$ cat config.mk
export PLATFORM = sky130hd
export DESIGN_NAME = dual_dac_regs
export DESIGN_NICKNAME = d
export VERILOG_FILES = /design/src/rtl/dual_dac_pkg.sv /design/src/rtl/dual_dac_ctrl.sv /design/src/rtl/dual_dac_chan.sv /design/src/rtl/dual_dac_rdmux.sv /design/src/rtl/dual_dac_regs.sv
export SDC_FILE = /design/constraint.sdc
export NUM_CORES = 1
export LEC_CHECK = 0
export BUFFER_PORTS_ARGS = -buffer_cell sky130_fd_sc_hd__clkbuf_2
export CORE_UTILIZATION = 36
export CTS_CLUSTER_SIZE = 40
export DETAILED_ROUTE_END_ITERATION = 12
export PLACE_DENSITY = 0.72
export SLEW_MARGIN = 5
export SYNTH_ARGS = -nofsm -noshare
export SYNTH_HDL_FRONTEND = slang
export SYNTH_HIERARCHICAL = 1
export SYNTH_SLANG_ARGS = --single-unit
$ cat constraint.sdc
create_clock -name clk -period 1.5 [get_ports clk]
set_clock_uncertainty 0.1 [all_clocks]
set_input_delay 0.3 -clock clk [delete_from_list [all_inputs] [get_ports clk]]
set_output_delay 0.3 -clock clk [all_outputs]
set_load 0.005 [all_outputs]
$ cat src/rtl/dual_dac_pkg.sv
package dual_dac_pkg;

   localparam int NUM_CH = 2;
   localparam int CTRL_W = 8;

   typedef enum logic [1:0] {
      CHM_OFF      = 2'b00,
      CHM_XFER     = 2'b01,
      CHM_LOAD_IN  = 2'b10,
      CHM_LOAD_ALL = 2'b11
   } ch_mode_e;

   // bit position of the upper mode bit for channel ch in the control byte
   function automatic int mode_msb(input int ch);
      return CTRL_W - 1 - 2 * ch;
   endfunction

   localparam int OPAMP_BIT  = 3;
   localparam int REFBUF_MSB = 2;
   localparam int REF_BIT    = 0;

endpackage

$ cat src/rtl/dual_dac_ctrl.sv
module dual_dac_ctrl
   import dual_dac_pkg::*;
#(
   parameter int ADDR_W      = 3,
   parameter int BUS_W       = 16,
   parameter int CTRL_ADDR   = 2,
   parameter int ADC_ADDR    = 3,
   parameter int ADC_REF_BIT = 0
) (
   input  logic              clk,
   input  logic              rst_n,
   input  logic              wr_en,
   input  logic [ADDR_W-1:0] wr_addr,
   input  logic [BUS_W-1:0]  wr_data,
   output ch_mode_e          mode   [NUM_CH],
   output logic              opamp_q,
   output logic [1:0]        refbuf_q,
   output logic              ref_q,
   output logic [CTRL_W-1:0] ctrl_byte
);

   generate
      if (ADC_REF_BIT >= BUS_W) begin : g_bad_refbit
         $error("ADC_REF_BIT outside the bus");
      end
      if (CTRL_ADDR == ADC_ADDR) begin : g_bad_addr
         $error("control and ADC locations must differ");
      end
   endgenerate

   logic wr_ctrl, wr_adc;
   assign wr_ctrl = wr_en && (wr_addr == ADDR_W'(CTRL_ADDR));
   assign wr_adc  = wr_en && (wr_addr == ADDR_W'(ADC_ADDR));

   for (genvar c = 0; c < NUM_CH; c++) begin : g_mode
      localparam int HI = mode_msb(c);
      always_ff @(posedge clk or negedge rst_n) begin
         if (!rst_n)       mode[c] <= CHM_OFF;
         else if (wr_ctrl) mode[c] <= ch_mode_e'(wr_data[HI -: 2]);
      end
      assign ctrl_byte[HI -: 2] = mode[c];
   end

   always_ff @(posedge clk or negedge rst_n) begin
      if (!rst_n) begin
         opamp_q  <= 1'b0;
         refbuf_q <= 2'b00;
      end else if (wr_ctrl) begin
         opamp_q  <= wr_data[OPAMP_BIT];
         refbuf_q <= wr_data[REFBUF_MSB -: 2];
      end
   end

   // single stored reference bit, reachable from two locations
   always_ff @(posedge clk or negedge rst_n) begin
      if (!rst_n)       ref_q <= 1'b0;
      else if (wr_ctrl) ref_q <= wr_data[REF_BIT];
      else if (wr_adc)  ref_q <= wr_data[ADC_REF_BIT];
   end

   assign ctrl_byte[OPAMP_BIT]        = opamp_q;
   assign ctrl_byte[REFBUF_MSB -: 2]  = refbuf_q;
   assign ctrl_byte[REF_BIT]          = ref_q;

   // fields cleared while reset is held
   a_r2_ctrl_reset: assert property (@(posedge clk)
      !rst_n |-> (ctrl_byte == '0));

   // an ADC-location write updates the shared bit and nothing else
   a_r8_adc_mirror: assert property (@(posedge clk) disable iff (!rst_n)
      (wr_adc && !wr_ctrl) |=> (ref_q == $past(wr_data[ADC_REF_BIT]))
         && (ctrl_byte[CTRL_W-1:1] == $past(ctrl_byte[CTRL_W-1:1])));

   // a control write stores the whole byte
   a_r1_ctrl_load: assert property (@(posedge clk) disable iff (!rst_n)
      wr_ctrl |=> (ctrl_byte == $past(wr_data[CTRL_W-1:0])));

endmodule

$ cat src/rtl/dual_dac_chan.sv
module dual_dac_chan
   import dual_dac_pkg::*;
#(
   parameter int DAC_W = 12
) (
   input  logic             clk,
   input  logic             rst_n,
   input  logic             wr_stb,
   input  logic [DAC_W-1:0] wr_code,
   input  ch_mode_e         mode,
   output logic [DAC_W-1:0] in_code,
   output logic [DAC_W-1:0] out_code,
   output logic             powered,
   output logic             oe
);

   always_ff @(posedge clk or negedge rst_n) begin
      if (!rst_n) begin
         in_code  <= '0;
         out_code <= '0;
      end else if (wr_stb) begin
         unique case (mode)
            CHM_OFF:      in_code  <= wr_code;
            CHM_XFER:     out_code <= in_code;
            CHM_LOAD_IN:  in_code  <= wr_code;
            CHM_LOAD_ALL: begin
               in_code  <= wr_code;
               out_code <= wr_code;
            end
            default: ;
         endcase
      end
   end

   assign powered = (mode != CHM_OFF);
   assign oe      = powered;

   a_r4_xfer: assert property (@(posedge clk) disable iff (!rst_n)
      (wr_stb && mode == CHM_XFER) |=>
         (out_code == $past(in_code)) && $stable(in_code));

   a_r5_load_in: assert property (@(posedge clk) disable iff (!rst_n)
      (wr_stb && mode == CHM_LOAD_IN) |=>
         $stable(out_code) && (in_code == $past(wr_code)));

   a_r6_load_all: assert property (@(posedge clk) disable iff (!rst_n)
      (wr_stb && mode == CHM_LOAD_ALL) |=>
         (out_code == $past(wr_code)) && (in_code == $past(wr_code)));

   a_r7_off_write: assert property (@(posedge clk) disable iff (!rst_n)
      (wr_stb && mode == CHM_OFF) |=>
         $stable(out_code) && (in_code == $past(wr_code)));

   a_r10_no_write_hold: assert property (@(posedge clk) disable iff (!rst_n)
      !wr_stb |=> $stable(in_code) && $stable(out_code));

endmodule

$ cat src/rtl/dual_dac_rdmux.sv
module dual_dac_rdmux
   import dual_dac_pkg::*;
#(
   parameter int ADDR_W      = 3,
   parameter int BUS_W       = 16,
   parameter int DAC_W       = 12,
   parameter int CH_BASE     = 0,
   parameter int CTRL_ADDR   = 2,
   parameter int ADC_ADDR    = 3,
   parameter int ADC_REF_BIT = 0
) (
   input  logic [ADDR_W-1:0]       rd_addr,
   input  logic [NUM_CH*DAC_W-1:0] in_codes,
   input  logic [CTRL_W-1:0]       ctrl_byte,
   input  logic                    ref_q,
   output logic [BUS_W-1:0]        rd_data
);

   always_comb begin
      rd_data = '0;
      for (int c = 0; c < NUM_CH; c++) begin
         if (rd_addr == ADDR_W'(CH_BASE + c))
            rd_data[DAC_W-1:0] = in_codes[c*DAC_W +: DAC_W];
      end
      if (rd_addr == ADDR_W'(CTRL_ADDR))
         rd_data[CTRL_W-1:0] = ctrl_byte;
      if (rd_addr == ADDR_W'(ADC_ADDR))
         rd_data[ADC_REF_BIT] = ref_q;
   end

endmodule

$ cat src/rtl/dual_dac_regs.sv
module dual_dac_regs
   import dual_dac_pkg::*;
#(
   parameter int DAC_W       = 12,
   parameter int BUS_W       = 16,
   parameter int ADDR_W      = 3,
   parameter int CH_BASE     = 0,
   parameter int CTRL_ADDR   = 2,
   parameter int ADC_ADDR    = 3,
   parameter int ADC_REF_BIT = 0
) (
   input  logic                    clk,
   input  logic                    rst_n,
   input  logic                    wr_en,
   input  logic [ADDR_W-1:0]       wr_addr,
   input  logic [BUS_W-1:0]        wr_data,
   input  logic [ADDR_W-1:0]       rd_addr,
   output logic [BUS_W-1:0]        rd_data,
   output logic [NUM_CH*DAC_W-1:0] ch_code,
   output logic [NUM_CH-1:0]       ch_powered,
   output logic [NUM_CH-1:0]       ch_oe,
   output logic                    opamp_on,
   output logic [1:0]              refbuf_sel,
   output logic                    ref_en
);

   localparam int ADDR_SPAN = 1 << ADDR_W;

   generate
      if (DAC_W > BUS_W || CTRL_W > BUS_W) begin : g_bad_bus
         $error("BUS_W narrower than a register");
      end
      if (CH_BASE + NUM_CH > ADDR_SPAN || CTRL_ADDR >= ADDR_SPAN
          || ADC_ADDR >= ADDR_SPAN) begin : g_bad_map
         $error("address map exceeds ADDR_W");
      end
      if ((CTRL_ADDR >= CH_BASE && CTRL_ADDR < CH_BASE + NUM_CH)
          || (ADC_ADDR >= CH_BASE && ADC_ADDR < CH_BASE + NUM_CH)) begin : g_overlap
         $error("control locations overlap channel data");
      end
   endgenerate

   ch_mode_e          mode [NUM_CH];
   logic [CTRL_W-1:0] ctrl_byte;
   logic              opamp_q, ref_q;
   logic [1:0]        refbuf_q;
   logic [NUM_CH*DAC_W-1:0] in_codes;

   dual_dac_ctrl #(
      .ADDR_W(ADDR_W), .BUS_W(BUS_W), .CTRL_ADDR(CTRL_ADDR),
      .ADC_ADDR(ADC_ADDR), .ADC_REF_BIT(ADC_REF_BIT)
   ) u_ctrl (
      .clk(clk), .rst_n(rst_n), .wr_en(wr_en), .wr_addr(wr_addr),
      .wr_data(wr_data), .mode(mode), .opamp_q(opamp_q),
      .refbuf_q(refbuf_q), .ref_q(ref_q), .ctrl_byte(ctrl_byte)
   );

   for (genvar c = 0; c < NUM_CH; c++) begin : g_ch
      logic stb;
      assign stb = wr_en && (wr_addr == ADDR_W'(CH_BASE + c));

      dual_dac_chan #(.DAC_W(DAC_W)) u_chan (
         .clk(clk), .rst_n(rst_n), .wr_stb(stb),
         .wr_code(wr_data[DAC_W-1:0]), .mode(mode[c]),
         .in_code(in_codes[c*DAC_W +: DAC_W]),
         .out_code(ch_code[c*DAC_W +: DAC_W]),
         .powered(ch_powered[c]), .oe(ch_oe[c])
      );

      // a channel in mode 00 never enables its output
      a_r3_off_no_oe: assert property (@(posedge clk) disable iff (!rst_n)
         (ctrl_byte[mode_msb(c) -: 2] == 2'b00) |-> !ch_oe[c] && !ch_powered[c]);
   end

   dual_dac_rdmux #(
      .ADDR_W(ADDR_W), .BUS_W(BUS_W), .DAC_W(DAC_W), .CH_BASE(CH_BASE),
      .CTRL_ADDR(CTRL_ADDR), .ADC_ADDR(ADC_ADDR), .ADC_REF_BIT(ADC_REF_BIT)
   ) u_rdmux (
      .rd_addr(rd_addr), .in_codes(in_codes), .ctrl_byte(ctrl_byte),
      .ref_q(ref_q), .rd_data(rd_data)
   );

   assign opamp_on   = opamp_q;
   assign refbuf_sel = refbuf_q;
   assign ref_en     = ref_q;

   // the op-amp output follows control bit 3 after a control write
   a_r9_opamp: assert property (@(posedge clk) disable iff (!rst_n)
      (wr_en && wr_addr == ADDR_W'(CTRL_ADDR)) |=>
         (opamp_on == $past(wr_data[OPAMP_BIT])));

   // an unmapped write leaves every output and the control byte alone
   a_r11_unmapped: assert property (@(posedge clk) disable iff (!rst_n)
      (wr_en && !(wr_addr == ADDR_W'(CTRL_ADDR)) && !(wr_addr == ADDR_W'(ADC_ADDR))
       && !(wr_addr >= ADDR_W'(CH_BASE) && wr_addr < ADDR_W'(CH_BASE + NUM_CH)))
      |=> $stable(ctrl_byte) && $stable(ch_code));

endmodule

==> qor.yml <==
switching_power_mw: 1.611
violations: "setup timing"
hpwl_um: 4635
dpl_cell_area_um2: 3341
worstSetupStartpointType: "flop"
fin_crit_sh: 1.224
setup.worst_path.end_class: "primary output"
diodes: 0
yosys-top-cells-area: "dfrtp_1 (47%), mux2_4 (14%), mux2i_1 (12%), a21oi_1 (4.1%), buf_4 (4.1%)"
rsz0062_at_grt: "true"
synth_top_cell_by_area: "dfrtp_1"
fin_ws_ns: -0.3359
fillCellCount: 748
critical-path-max-stage-delay_ns: 0.47
start_util: 0.3764
yosys_register_bits: 56
finalSetupViolCount: 12
drt-total-wl_um: 6677
grt_antenna_before_repair: 0
worstPathRequired_ns: 1.10
cp_cell_sequence: "mux4_2 > nor2b_4 > clkbuf_2"
numPortBuffers: 64
internal-power_mw: 3.471
combPwrFrac: 0.376
preCtsSetupSlack_ns: -0.1891
critPathSlowestCell: "mux4_2"
powerDensity_nw_per_um2: 1404
synth.distinct_cells: 24
clock_latency_ns: 0.31
max-clock-path-buffers: 2
p_clk_frac: 0.155
grt_pass1_wl_um: 10620
drt-initial-drc-count: 83
fin_crit_ns: 1.836
hold_viol: 0
layout_common_cells: "clkbuf_2 (62), dfrtp_1 (55), mux2i_1 (35)"
die_area_um2: 8572
path_max_fanout: 3
crit_cells: 3
syn_to_final_growth_pct: 22.53
gp_congestion: 0.8456
netlist_instances: 237
routed_via_density: 4.911
r2r_cells: 5
fin_nets: 341
power_mw: 5.082
ant_nets: 0
p_seq_frac: 0.469
critical_path_buf_inv_count: 1
die_x_um: 92.59
slew_viol_final: 0
cts_max_level: 2
yosysWarnings: 6
switching_share: 0.3169
firstDrtPassIters: 4
syn_area_per_cell_um2: 12.46
remaining_drc_errors: 0
finalInstanceArea_um2: 3620
min_path_cells: 2
critical_path_class: "flop to primary output"
drive_gt1_frac: 0.4810
outcome: "finished with violations"
synth_seq_area_share: 0.4744
routedWlPerCell_um: 15.97
grt_pass1_vias: 1996
hold_path.class: "primary input to flop"
grt_max_degree: 57
chipHeight_um: 92.59
vias: 2053
synth_top_area_frac: 0.4744
core_um2: 7848
grt_remaining_overflow: 0
cap_viol_max_count: 0
clkTransAtPathRegs_ns: 0.09
grt.total_usage: 0.1641
numCtsBuffers: 5
netlist_area_um2: 2954
pin_count: 73
cp_top_family: "multiplexers"
cts_tree: "built"
cts_root_buffer: "clkbuf_8"
fmax_ghz: 0.5447
rows: 32
cts.sinks: 56
ir_drop_uv: 615.4
final_common_cell: "clkbuf_2"
crit_arrival_ns: 1.44
leakage_nw: 1.824
power groups by stage:
| stage | logic (mW) | registers (mW) | clock network, mW |
|---|---|---|---|
| floorplan | 1.18 | 2.38 | 0 |
| global placement | 1.76 | 2.39 | 0 |
| detailed placement | 1.79 | 2.41 | 0 |
| CTS | 1.88 | 2.39 | 0.813 |
| global route | 2.10 | 2.45 | 0.873 |
| finish | 1.91 | 2.39 | 0.787 |
worst paths after layout:
check                                               to                   startpoint  slack [ns]
setup / recovery                            rd_data[0]                 u_ctrl/ref_q       -0.34
hold / removal               g_ch[1].u_chan/in_code[9]                   wr_data[9]        0.18
setup reg to reg            g_ch[0].u_chan/in_code[10]          u_ctrl/ctrl_byte[6]        0.04
hold reg to reg            g_ch[1].u_chan/out_code[11]  g_ch[1].u_chan/out_code[11]        0.44
max in group asynchronous          u_ctrl/ctrl_byte[7]                        rst_n        0.60
min in group asynchronous   g_ch[0].u_chan/out_code[0]                        rst_n        0.43
metal layers:
layer | track usage | share of wire
met5 | 0 | 0
met4 | 0.03516 | 0.0060
met3 | 0.03612 | 0.045
met2 | 0.2741 | 0.49
met1 | 0.2179 | 0.46
cell usage after synthesis:
cell type / instances
o32ai_1: 7
mux4_2: 1
nor2b_4: 1
or2_1: 1
dfrtp_1: 56
nand3b_1: 1
a21oi_1: 24
buf_12: 2
and4bb_1: 1
conb_1: 1
buf_2: 7
mux2i_1: 35
and4bb_2: 1
buf_4: 16
nor4b_2: 1
and2_1: 2
inv_1: 9
o21ai_4: 2
or2_2: 2
mux2_2: 5
nand2b_1: 1
buf_6: 6
nor2_1: 28
mux2_4: 27
cell type report:
class / instances / area, µm² / area share
Clock buffer: 6 / 72.57 / 0.02005
Clock inverter: 1 / 5.005 / 0.001383
Inverter: 9 / 33.78 / 0.009333
Multi-Input combinational cell: 145 / 1291 / 0.3567
Sequential cell: 56 / 1403 / 0.3875
Tap cell: 102 / 127.6 / 0.03526
Timing Repair Buffer: 99 / 686.9 / 0.1898
through the flow:
step	setup TNS (ns)	util	instances	hold slack (ns)
final	-2.097	0.4613	418	0.1841
after detailed placement	-3.480	0.4257	393	0.2353
after global routing	-2.894	0.4613	418	0.1756
after CTS	-2.073	0.4538	413	0.1754
after global placement	-3.020	0.4257	393	0.2295
after floorplan	-0.007268	-	240	-0.09559
what timing repair did:
item | in CTS | in global routing
cloned | 1 | 0
hold buffers | 1 | 0
endpoints found under the setup margin | 40 | 25
pin swaps | 3 | 2
endpoints found under the hold margin | 56 | 0
setup buffers | 11 | 5
gates resized for setup | 6 | 10
cell families (layout without fill, tap and decap cells):
| group | after synthesis | count (layout) | synth area share |
|---|---|---|---|
| buf+inv | 40 | 115 | 0.1004 |
| simple gates | 39 | 40 | 0.06904 |
| flops | 56 | 56 | 0.4744 |
| mux | 68 | 68 | 0.2825 |
| other cells | 1 | 4 | 0.001269 |
| compound gates | 33 | 33 | 0.07243 |
state kept, by name, indices dropped and copies added, names as in the netlist:
name,cells
g_ch.u_chan/out_code,24
u_ctrl/refbuf_q,2
g_ch.u_chan/in_code,24
u_ctrl/ref_q,1
u_ctrl/ctrl_byte,4
u_ctrl/opamp_q,1
worst reg2reg max path, stage by stage (launching register included):
cell	delay (ns)
dfrtp_1	0.40
buf_6	0.12
inv_2	0.03
o21ai_4	0.20
buf_12	0.18
mux2_4	0.31
Power figures use the tool's default switching activity.
